==> src/rtl/port_mux_pkg.sv <==
package port_mux_pkg;
  localparam int unsigned BUS_AW = 2;

  localparam logic [BUS_AW-1:0] OFS_DATA = 2'd0;
  localparam logic [BUS_AW-1:0] OFS_DIR  = 2'd1;
  localparam logic [BUS_AW-1:0] OFS_SLEW = 2'd2;

  typedef enum logic [1:0] {
    OWN_GPIO  = 2'd0,
    OWN_PWM   = 2'd1,
    OWN_STALL = 2'd2
  } pin_owner_e;
endpackage

==> src/rtl/pm_sync.sv <==
module pm_sync #(
  parameter int unsigned W      = 8,
  parameter int unsigned STAGES = 2
) (
  input  logic         clk_i,
  input  logic         rst_ni,
  input  logic [W-1:0] din_i,
  output logic [W-1:0] dout_o
);
  logic [W-1:0] stg_q [STAGES];

  always_ff @(posedge clk_i or negedge rst_ni) begin
    if (!rst_ni) begin
      for (int s = 0; s < STAGES; s++) stg_q[s] <= '0;
    end else begin
      stg_q[0] <= din_i;
      for (int s = 1; s < STAGES; s++) stg_q[s] <= stg_q[s-1];
    end
  end

  assign dout_o = stg_q[STAGES-1];
endmodule

==> src/rtl/pm_regs.sv <==
module pm_regs
  import port_mux_pkg::*;
#(
  parameter int unsigned W = 8
) (
  input  logic              clk_i,
  input  logic              rst_ni,
  input  logic              we_i,
  input  logic [BUS_AW-1:0] addr_i,
  input  logic [W-1:0]      wdata_i,
  input  logic [W-1:0]      pin_sync_i,
  output logic [W-1:0]      data_o,
  output logic [W-1:0]      dir_o,
  output logic [W-1:0]      rdata_o
);
  logic [W-1:0] data_q, dir_q, slew_q;

  always_ff @(posedge clk_i or negedge rst_ni) begin
    if (!rst_ni) begin
      data_q <= '0;
      dir_q  <= '0;
      slew_q <= '0;
    end else if (we_i) begin
      unique case (addr_i)
        OFS_DATA: data_q <= wdata_i;
        OFS_DIR:  dir_q  <= wdata_i;
        OFS_SLEW: slew_q <= wdata_i;
        default:  ;
      endcase
    end
  end

  // input bits: slew on reads 1, slew off reads the synced pin
  always_comb begin
    unique case (addr_i)
      OFS_DATA: rdata_o = (dir_q & data_q) | (~dir_q & (slew_q | pin_sync_i));
      OFS_DIR:  rdata_o = dir_q;
      OFS_SLEW: rdata_o = slew_q;
      default:  rdata_o = '0;
    endcase
  end

  assign data_o = data_q;
  assign dir_o  = dir_q;

  AST_DATA_WRITE: assert property (@(posedge clk_i) disable iff (!rst_ni)
    (we_i && addr_i == OFS_DATA) |=> (data_q == $past(wdata_i))) else $error("data write");

  AST_REG_HOLD: assert property (@(posedge clk_i) disable iff (!rst_ni)
    !we_i |=> ($stable(data_q) && $stable(dir_q) && $stable(slew_q))) else $error("reg hold");

  for (genvar i = 0; i < W; i++) begin : g_slew_chk
    AST_SLEW_READ_ONE: assert property (@(posedge clk_i) disable iff (!rst_ni)
      (addr_i == OFS_DATA && !dir_q[i] && slew_q[i]) |-> rdata_o[i]) else $error("slew read");
  end
endmodule

==> src/rtl/pm_owner_mux.sv <==
module pm_owner_mux
  import port_mux_pkg::*;
#(
  parameter int unsigned W = 8
) (
  input  logic           live_i,
  input  logic [1:0]     stall_en_i,
  input  logic [W/2-1:0] pwm_ch_en_i,
  input  logic [W-1:0]   stall_out_i,
  input  logic [W-1:0]   stall_oe_i,
  input  logic [W-1:0]   pwm_out_i,
  input  logic [W-1:0]   pwm_oe_i,
  input  logic [W-1:0]   gpio_data_i,
  input  logic [W-1:0]   gpio_dir_i,
  output logic [W-1:0]   pad_out_o,
  output logic [W-1:0]   pad_oe_o
);
  localparam int unsigned HALF = W / 2;

  for (genvar i = 0; i < W; i++) begin : g_pin
    localparam int unsigned HF = i / HALF;
    localparam int unsigned CH = i / 2;
    pin_owner_e owner;

    always_comb begin
      if (stall_en_i[HF])       owner = OWN_STALL;
      else if (pwm_ch_en_i[CH]) owner = OWN_PWM;
      else                      owner = OWN_GPIO;
    end

    always_comb begin
      unique case (owner)
        OWN_STALL: begin pad_out_o[i] = stall_out_i[i]; pad_oe_o[i] = stall_oe_i[i] & live_i; end
        OWN_PWM:   begin pad_out_o[i] = pwm_out_i[i];   pad_oe_o[i] = pwm_oe_i[i]   & live_i; end
        default:   begin pad_out_o[i] = gpio_data_i[i]; pad_oe_o[i] = gpio_dir_i[i] & live_i; end
      endcase
    end
  end
endmodule

==> src/rtl/port_mux_ctrl.sv <==
module port_mux_ctrl
  import port_mux_pkg::*;
#(
  parameter int unsigned W           = 8,
  parameter int unsigned SYNC_STAGES = 2
) (
  input  logic              clk_i,
  input  logic              rst_ni,
  input  logic              bus_we_i,
  input  logic [BUS_AW-1:0] bus_addr_i,
  input  logic [W-1:0]      bus_wdata_i,
  output logic [W-1:0]      bus_rdata_o,
  input  logic [1:0]        stall_en_i,
  input  logic [W/2-1:0]    pwm_ch_en_i,
  input  logic [W-1:0]      stall_out_i,
  input  logic [W-1:0]      stall_oe_i,
  input  logic [W-1:0]      pwm_out_i,
  input  logic [W-1:0]      pwm_oe_i,
  input  logic [W-1:0]      pad_in_i,
  output logic [W-1:0]      pad_out_o,
  output logic [W-1:0]      pad_oe_o,
  output logic [W-1:0]      periph_in_o
);
  localparam int unsigned HALF = W / 2;
  localparam int unsigned NCH  = W / 2;

  logic [W-1:0] pin_sync, data_q, dir_q;

  pm_sync #(.W(W), .STAGES(SYNC_STAGES)) u_sync (
    .clk_i(clk_i), .rst_ni(rst_ni), .din_i(pad_in_i), .dout_o(pin_sync)
  );

  pm_regs #(.W(W)) u_regs (
    .clk_i(clk_i), .rst_ni(rst_ni), .we_i(bus_we_i), .addr_i(bus_addr_i),
    .wdata_i(bus_wdata_i), .pin_sync_i(pin_sync),
    .data_o(data_q), .dir_o(dir_q), .rdata_o(bus_rdata_o)
  );

  pm_owner_mux #(.W(W)) u_mux (
    .live_i(rst_ni), .stall_en_i(stall_en_i), .pwm_ch_en_i(pwm_ch_en_i),
    .stall_out_i(stall_out_i), .stall_oe_i(stall_oe_i),
    .pwm_out_i(pwm_out_i), .pwm_oe_i(pwm_oe_i),
    .gpio_data_i(data_q), .gpio_dir_i(dir_q),
    .pad_out_o(pad_out_o), .pad_oe_o(pad_oe_o)
  );

  assign periph_in_o = pin_sync;

  always_comb begin
    if (!rst_ni) AST_RESET_HIZ: assert (pad_oe_o == '0) else $error("reset hiz");
  end

  AST_STALL_HI_OWNS: assert property (@(posedge clk_i) disable iff (!rst_ni)
    stall_en_i[1] |-> (pad_out_o[W-1:HALF] == stall_out_i[W-1:HALF] &&
                       pad_oe_o[W-1:HALF]  == stall_oe_i[W-1:HALF])) else $error("stall hi");

  AST_STALL_LO_OWNS: assert property (@(posedge clk_i) disable iff (!rst_ni)
    stall_en_i[0] |-> (pad_out_o[HALF-1:0] == stall_out_i[HALF-1:0] &&
                       pad_oe_o[HALF-1:0]  == stall_oe_i[HALF-1:0])) else $error("stall lo");

  for (genvar c = 0; c < NCH; c++) begin : g_ch_chk
    localparam int unsigned HF = (2 * c) / HALF;
    AST_PWM_OWNS: assert property (@(posedge clk_i) disable iff (!rst_ni)
      (!stall_en_i[HF] && pwm_ch_en_i[c]) |->
        (pad_out_o[2*c+1 -: 2] == pwm_out_i[2*c+1 -: 2] &&
         pad_oe_o[2*c+1 -: 2]  == pwm_oe_i[2*c+1 -: 2])) else $error("pwm owns");
    AST_GPIO_FALLBACK: assert property (@(posedge clk_i) disable iff (!rst_ni)
      (!stall_en_i[HF] && !pwm_ch_en_i[c]) |->
        (pad_out_o[2*c+1 -: 2] == data_q[2*c+1 -: 2] &&
         pad_oe_o[2*c+1 -: 2]  == dir_q[2*c+1 -: 2])) else $error("gpio fallback");
  end
endmodule

==> config.mk <==
export PLATFORM = sky130hd
export DESIGN_NAME = port_mux_ctrl
export DESIGN_NICKNAME = d
export VERILOG_FILES = /design/src/rtl/port_mux_pkg.sv /design/src/rtl/pm_sync.sv /design/src/rtl/pm_regs.sv /design/src/rtl/pm_owner_mux.sv /design/src/rtl/port_mux_ctrl.sv
export SDC_FILE = /design/constraint.sdc
export NUM_CORES = 1
export LEC_CHECK = 0
export BUFFER_PORTS_ARGS = -buffer_cell sky130_fd_sc_hd__buf_2
export CAP_MARGIN = 15
export CORE_ASPECT_RATIO = 0.7
export CORE_MARGIN = 2
export CORE_UTILIZATION = 47
export CTS_CLUSTER_SIZE = 12
export DETAILED_ROUTE_END_ITERATION = 16
export GPL_TIMING_DRIVEN = 1
export PLACE_DENSITY = 0.87
export SLEW_MARGIN = 10
export SYNTH_ARGS = -nofsm -noshare
export SYNTH_HDL_FRONTEND = slang
export SYNTH_SLANG_ARGS = --single-unit
==> constraint.sdc <==
create_clock -name clk_i -period 1.5 [get_ports clk_i]
set_input_delay 0.3 -clock clk_i [delete_from_list [all_inputs] [get_ports clk_i]]
set_output_delay 0.3 -clock clk_i [all_outputs]
set_load 0.01 [all_outputs]
==> metrics.txt, run 1 <==
TritonCTS clock tree done; hold wc startpoint pad_in_i[4]; crit path capture type primary output; final WL approximately 5 mm; CP startpoint kind flip-flop; Max rail drop VDD 803.9 uV; Vias 1699; Syn Std Cell Area 2067 um2; post-synthesis sequential area ratio 48.43%; Critical Path RT 1200 ps; most common cell in the netlist dfrtp_1; clock skew 2.683 ps; Worst Tran Pin Value 406.8 ps; Post-synth EDFFs 0; # setup viols final 13; Synthesized Nets 230; top cells by area, synth dfrtp_1 (48%), mux2_2 (17%), nand2b_1 (4.8%), mux2i_1 (3.9%), o211a_1 (3.9%); Synth warnings 0; post-synthesis cell count 171; Reg clk slew, reported paths 80 ps; ys async rst share 100.0%; crit path launch u_regs.dir_o[2]; status finished, violations left; area leader, netlist dfrtp_1; Final Core Density 67.43%; PnR worst setup slack -118.0 ps; Remaining DRCs 0; Buf/Inv on CP 1; Hold Crit Class primary input to flip-flop; Fin Setup TNS -1032 ps; worst skew pair latency 290 ps; area of the core 4279 um2; CTS H-tree depth 2; vias in the first global route ~1700; minimum clock period around 1600 ps; RSZ-0062 raised after global routing true; Area Overhead vs Synth 39.59%; Most used DFF post-synth dfrtp_1; Critical Setup Path Class flip-flop to primary output; worst reg2reg startpoint u_regs.dir_o[2]; cts bufs inserted 5; Die Height 59.49 um; nets@finish 324; initial antenna violation count 0; Final Max Slew Viols 0; full die area 4953 um2; top post-synthesis cells by count dfrtp_1 (40), mux2_2 (32), nand2b_1 (16); Crit. path cell count 3; Data arrival, critical path around 1300 ps; largest net degree at the start of global routing 27; Initial Utilization 48.30%; Rows 20; WHS Path Cells 1; CP delay by family, top flip-flops; Ant. Diodes 0; Root Buffer clkbuf_8; first-pass GRT wire length roughly 8.0 mm; Seq cells post-synth 40; Synth cell types 18; Tcrit/Tclk final 107.9%; Fin. Hold Viols 0; Slowest cell on crit path dfrtp_1; Yosys top cell area share 48.43%; pwr dens 1043 nW/um2; CTS max path bufs 2; Rel. slew slack 72.88%; Ports 91; Max-Cap Viols 0; fraction of layout cells with a size suffix above 1 61.65%; worst-path maximum fanout 3; Reg2Reg Depth 3; PortBufs 90; CP Cell Sequence mux2_4 -> o211a_1 -> buf_2; Via density 5.293; GP Congestion 0.7488; DRT iter0 DRCs 107; ANT nets after route 0; DP Wirelength 3.642 mm; Max Freq 618.0 MHz; All-Layer GR Usage 20.63%; Syn Area/Cell 12.09 um2; Die X approximately 83 um; WL/cell 15.74 um; leakage power 1.457 nW; violated checks negative setup slack; grt total ovfl 0; crit-path max cell delay 420 ps; DR pass1 iterations 4; Clock Sinks 40
-- placed cells by master, fill, tap and decap left out, types with 2 or more instances in the layout --
cell,n
a221oi_2,7
nor4b_4,6
mux2_2,27
inv_1,5
nand2b_1,16
nand2_1,8
buf_4,11
o211a_1,8
mux2i_1,8
o21bai_1,8
mux2_4,5
inv_2,3
dfrtp_1,39
buf_2,88
o21ai_0,8
nor4b_2,2
clkbuf_8,5
buf_6,3
-- registers in the layout, summed over array words and instances, names as in the netlist --
| name | count |
|---|---|
| u_regs.slew_q | 8 |
| u_sync.stg_q | 8 |
| u_regs.data_o | 8 |
| u_sync.dout_o | 8 |
| u_regs.dir_o | 8 |
-- layout make-up --
class / instances / area, um2
flip-flops and latches: 40 / 1002
inverters: 8 / 30.03
well taps: 55 / 68.82
clock buffers: 5 / 68.82
fillers: 335 / 1394
repair buffers: 103 / 566.8
multi-input cells: 107 / 1106
clock inverters: 3 / 42.54
-- through the flow --
stage	instances	hold slack, ps	setup WS, ps	cell area, um2	total power, W
2_1_floorplan	171	4.409	25.93	2067	0.001719
3_3_place_gp	307	201.7	-57.92	2544	0.001958
3_5_place_dp	307	204.2	-60.30	2544	0.001994
4_1_cts	320	107.0	-126.3	2813	0.002966
5_1_grt	321	100.0	-175.6	2885	0.003153
6_report	321	114.1	-118.0	2885	0.003008
-- where the power goes --
part / internal [W] / total, W / switching [W] / leakage [nW]
logic: 0.000444 / 0.000779 / 0.000335 / 0.934
clock network: 0.000492 / 0.000868 / 0.000376 / 0.0541
registers: 0.00122 / 0.00136 / 0.000137 / 0.469
-- timing repair --
item | CTS | global route
hold buffers | 1 | 0
gates resized for setup | 22 | 13
setup buffers | 4 | 1
endpoints found under the hold margin | 3 | 0
pin swaps | 2 | 2
endpoints found under the setup margin | 16 | 17
-- cell families (layout without fill, tap and decap cells) --
kind of cell,Yosys count,count (layout),share of synthesized area (%)
flip-flops,40,40,48.43
AND/OR/NAND/NOR,35,35,12.11
multiplexers,40,40,21.31
AO/OA/AOI/OAI,32,32,12.11
buffers and inverters,24,119,6.053
-- layer usage --
metal,global-route usage (%),part of all wire [%]
met1,26.86,44
met2,35.60,50
met5,0,0
met3,5.989,5.5
met4,3.279,1.1
-- final timing paths --
check,endpoint,slack [ps]
min,u_sync.stg_q[12],110
max reg2reg,u_regs.dir_o[2],460
min reg2reg,u_sync.dout_o[4],350
max in group asynchronous,u_regs.dir_o[6],730
max,pad_oe_o[2],-120
min in group asynchronous,u_sync.dout_o[7],140
No activity file was read; power rests on OpenSTA's default activity.
==> inputs of run 2 (changes only) <==
Settings changed: CORE_UTILIZATION 47 to 42, PLACE_DENSITY 0.87 to 0.82.
Clock period 1.5 ns to 1.47 ns, I/O delays scaled along.
==> metrics.txt, run 2 (synthesis gave the netlist of run 1 again) <==
status finished, violations left; violated checks negative setup slack; full die area 5508 um2 (+11%); worst-path maximum fanout 4 (+1); Rel. slew slack 73.02% (+0.14 points); hold wc startpoint pad_in_i[4]; commonest non-fill, non-tap cells in the layout buf_2 (86), dfrtp_1 (37), mux2_2 (29); CTS H-tree depth 2 (unchanged); Ports 91 (unchanged); first-pass GRT wire length 7.755 mm (-3.5%); Vias 1672 (-1.6%); Clock Sinks 40 (unchanged); All-Layer GR Usage 18.52% (-2.1 points); Max-Cap Viols 0 (unchanged); Net Sw Power 0.0008847 W (+4.3%); PnR worst setup slack -168.1 ps (-50.06 ps); worst reg2reg startpoint u_regs.dir_o[3]; FF-to-FF setup slack 560 ps (+100 ps); Critical Path RT 1180 ps (-20 ps); Tot Pwr 0.002919 W (-3.0%); crit path launch u_regs.dir_o[5]; pwr dens 1008 nW/um2 (-3.3%); vias in the first global route 1602 (-6.4%); Tcrit/Tclk final 111.4%; fraction of layout cells with a size suffix above 1 62.41% (+0.75 points); DP Wirelength 3.613 mm (-0.80%); DR pass1 iterations 4 (unchanged); CTS max path bufs 2 (unchanged); Remaining DRCs 0 (unchanged); Die Height 62.70 um (+5.4%); PortBufs 90 (unchanged); clock skew 2.803 ps (+0.1195 ps); cts bufs inserted 5 (unchanged); Seq pwr share 48.2% (+3.0 points); TritonCTS clock tree done; Max Freq 610.5 MHz; placed insts 322 (+4.9%); grt total ovfl 0 (unchanged); RR Endpoint u_regs.dir_o[3]; number of fill cells 393 (+17%); Ant. Diodes 0 (unchanged); Rows 21 (+5.0%); largest net degree at the start of global routing 28 (+3.7%); DRT iter0 DRCs 68 (-36%); minimum clock period around 1600 ps; Critical Setup Path Class flip-flop to primary output; worst skew pair latency 300 ps (about the same); final WL 4.998 mm (-1.0%); Die X 87.85 um (+5.5%); Hold Crit Class primary input to flip-flop; Sw Share 30.31% (+2.1 points); initial antenna violation count 0 (unchanged); crit path capture type primary output; final std cells w/o fill 335 (+4.4%); Reg clk slew, reported paths 80 ps (about the same); ANT nets after route 0 (unchanged); leakage power 1.448 nW (-0.65%); # setup viols final 16 (+3); most common cell after layout, fill and taps aside buf_2; Reg2Reg Depth 2 (-1); nets@finish 324 (unchanged); Root Buffer clkbuf_8; CP startpoint kind flip-flop; Data arrival, critical path 1340 ps (+20 ps); Final Max Slew Viols 0 (unchanged); Worst Tran Pin Value 404.7 ps (-2.161 ps); Fin Setup TNS -1589 ps (-556.7 ps); Comb pwr share 26.8% (+0.9 points); Initial Utilization 43.46% (-4.8 points); RSZ-0062 raised after global routing true; Area Overhead vs Synth 40.07%; P_int 0.002035 W (-5.8%); Via density 4.991 (-5.7%); Hold WS 93.34 ps (-20.75 ps); WL/cell 14.92 um (-5.2%); power share of the clock group 25.1% (-3.7 points); Critical Path Sink pad_oe_o[5]; pre-CTS WS -119.1 ps (-58.83 ps); Fin. Hold Viols 0 (unchanged); GP Congestion 0.7681 (+2.6%); Max rail drop VDD 554.4 uV (-31%); area of the core 4756 um2 (+11%)
[run 2: changes by cell type in the layout (fill, tap and decap cells not counted), sizes merged]
| cell | delta |
|---|---|
| clkinv | +2 |
| bufinv | -1 |
| clkinvlp | -1 |
[run 2: power groups by stage]
stage	Sequential, W	Combinational, W	Clock (W)
5_1_grt	0.00143	0.000859	0.000794
2_1_floorplan	0.00135	0.000408	0
3_3_place_gp	0.00139	0.000627	0
3_5_place_dp	0.00140	0.000643	0
6_report	0.00141	0.000782	0.000731
4_1_cts	0.00138	0.000718	0.000739
[run 2: through the flow]
stage                     utilization, %  instance area (um2)
after floorplan                        -                 2067
after global placement             54.01                 2569
after detailed placement           54.01                 2569
after CTS                          58.30                 2773
after global routing               60.88                 2895
final                              60.88                 2895
[run 2: critical path: stages (launching register included)]
cell	delay [ps]
dfrtp_2	450
mux2_2	270
o211a_1	200
buf_2	130
[run 2: timing repair]
action | in CTS | in global routing
gates cloned | 0 | 0
hold endpoints to repair | 4 | 0
resized for setup | 16 | 27
pin swaps | 1 | 4
hold buffers | 1 | 0
endpoints found under the setup margin | 16 | 18
setup buffers | 3 | 1
[run 2: layout make-up]
cell class	count	area [um2]	share of cell area, %
Multi-Input combinational cell	107	1107	38.25
Sequential cell	40	1005	34.70
Timing Repair Buffer	103	579.3	20.01
Tap cell	69	86.33	2.982
Clock buffer	5	68.82	2.377
Inverter	8	30.03	1.037
Clock inverter	3	18.77	0.6482
[run 2: how the worst min path moves through the flow]
stage          cells past startpoint  slack [ps]          endpoint
3_3_place_gp                       1         220  u_sync.dout_o[2]
2_1_floorplan                      0          -2  u_regs.data_o[0]
4_1_cts                            1          90   u_sync.stg_q[9]
6_report                           1          90  u_sync.stg_q[12]
3_5_place_dp                       1         210  u_sync.dout_o[2]
5_1_grt                            1          80   u_sync.stg_q[9]
[run 2: metal layers]
layer / GRT usage (%) / vias up / wire, um / part of all wire, %
li1: - / 800 / - / -
met1: 26.41 / 808 / 2367 / 47
met2: 27.46 / 57 / 2276 / 46
met3: 4.227 / 7 / 288 / 5.8
met4: 6.923 / 0 / 67 / 1.3
met5: 0 / - / 0 / 0
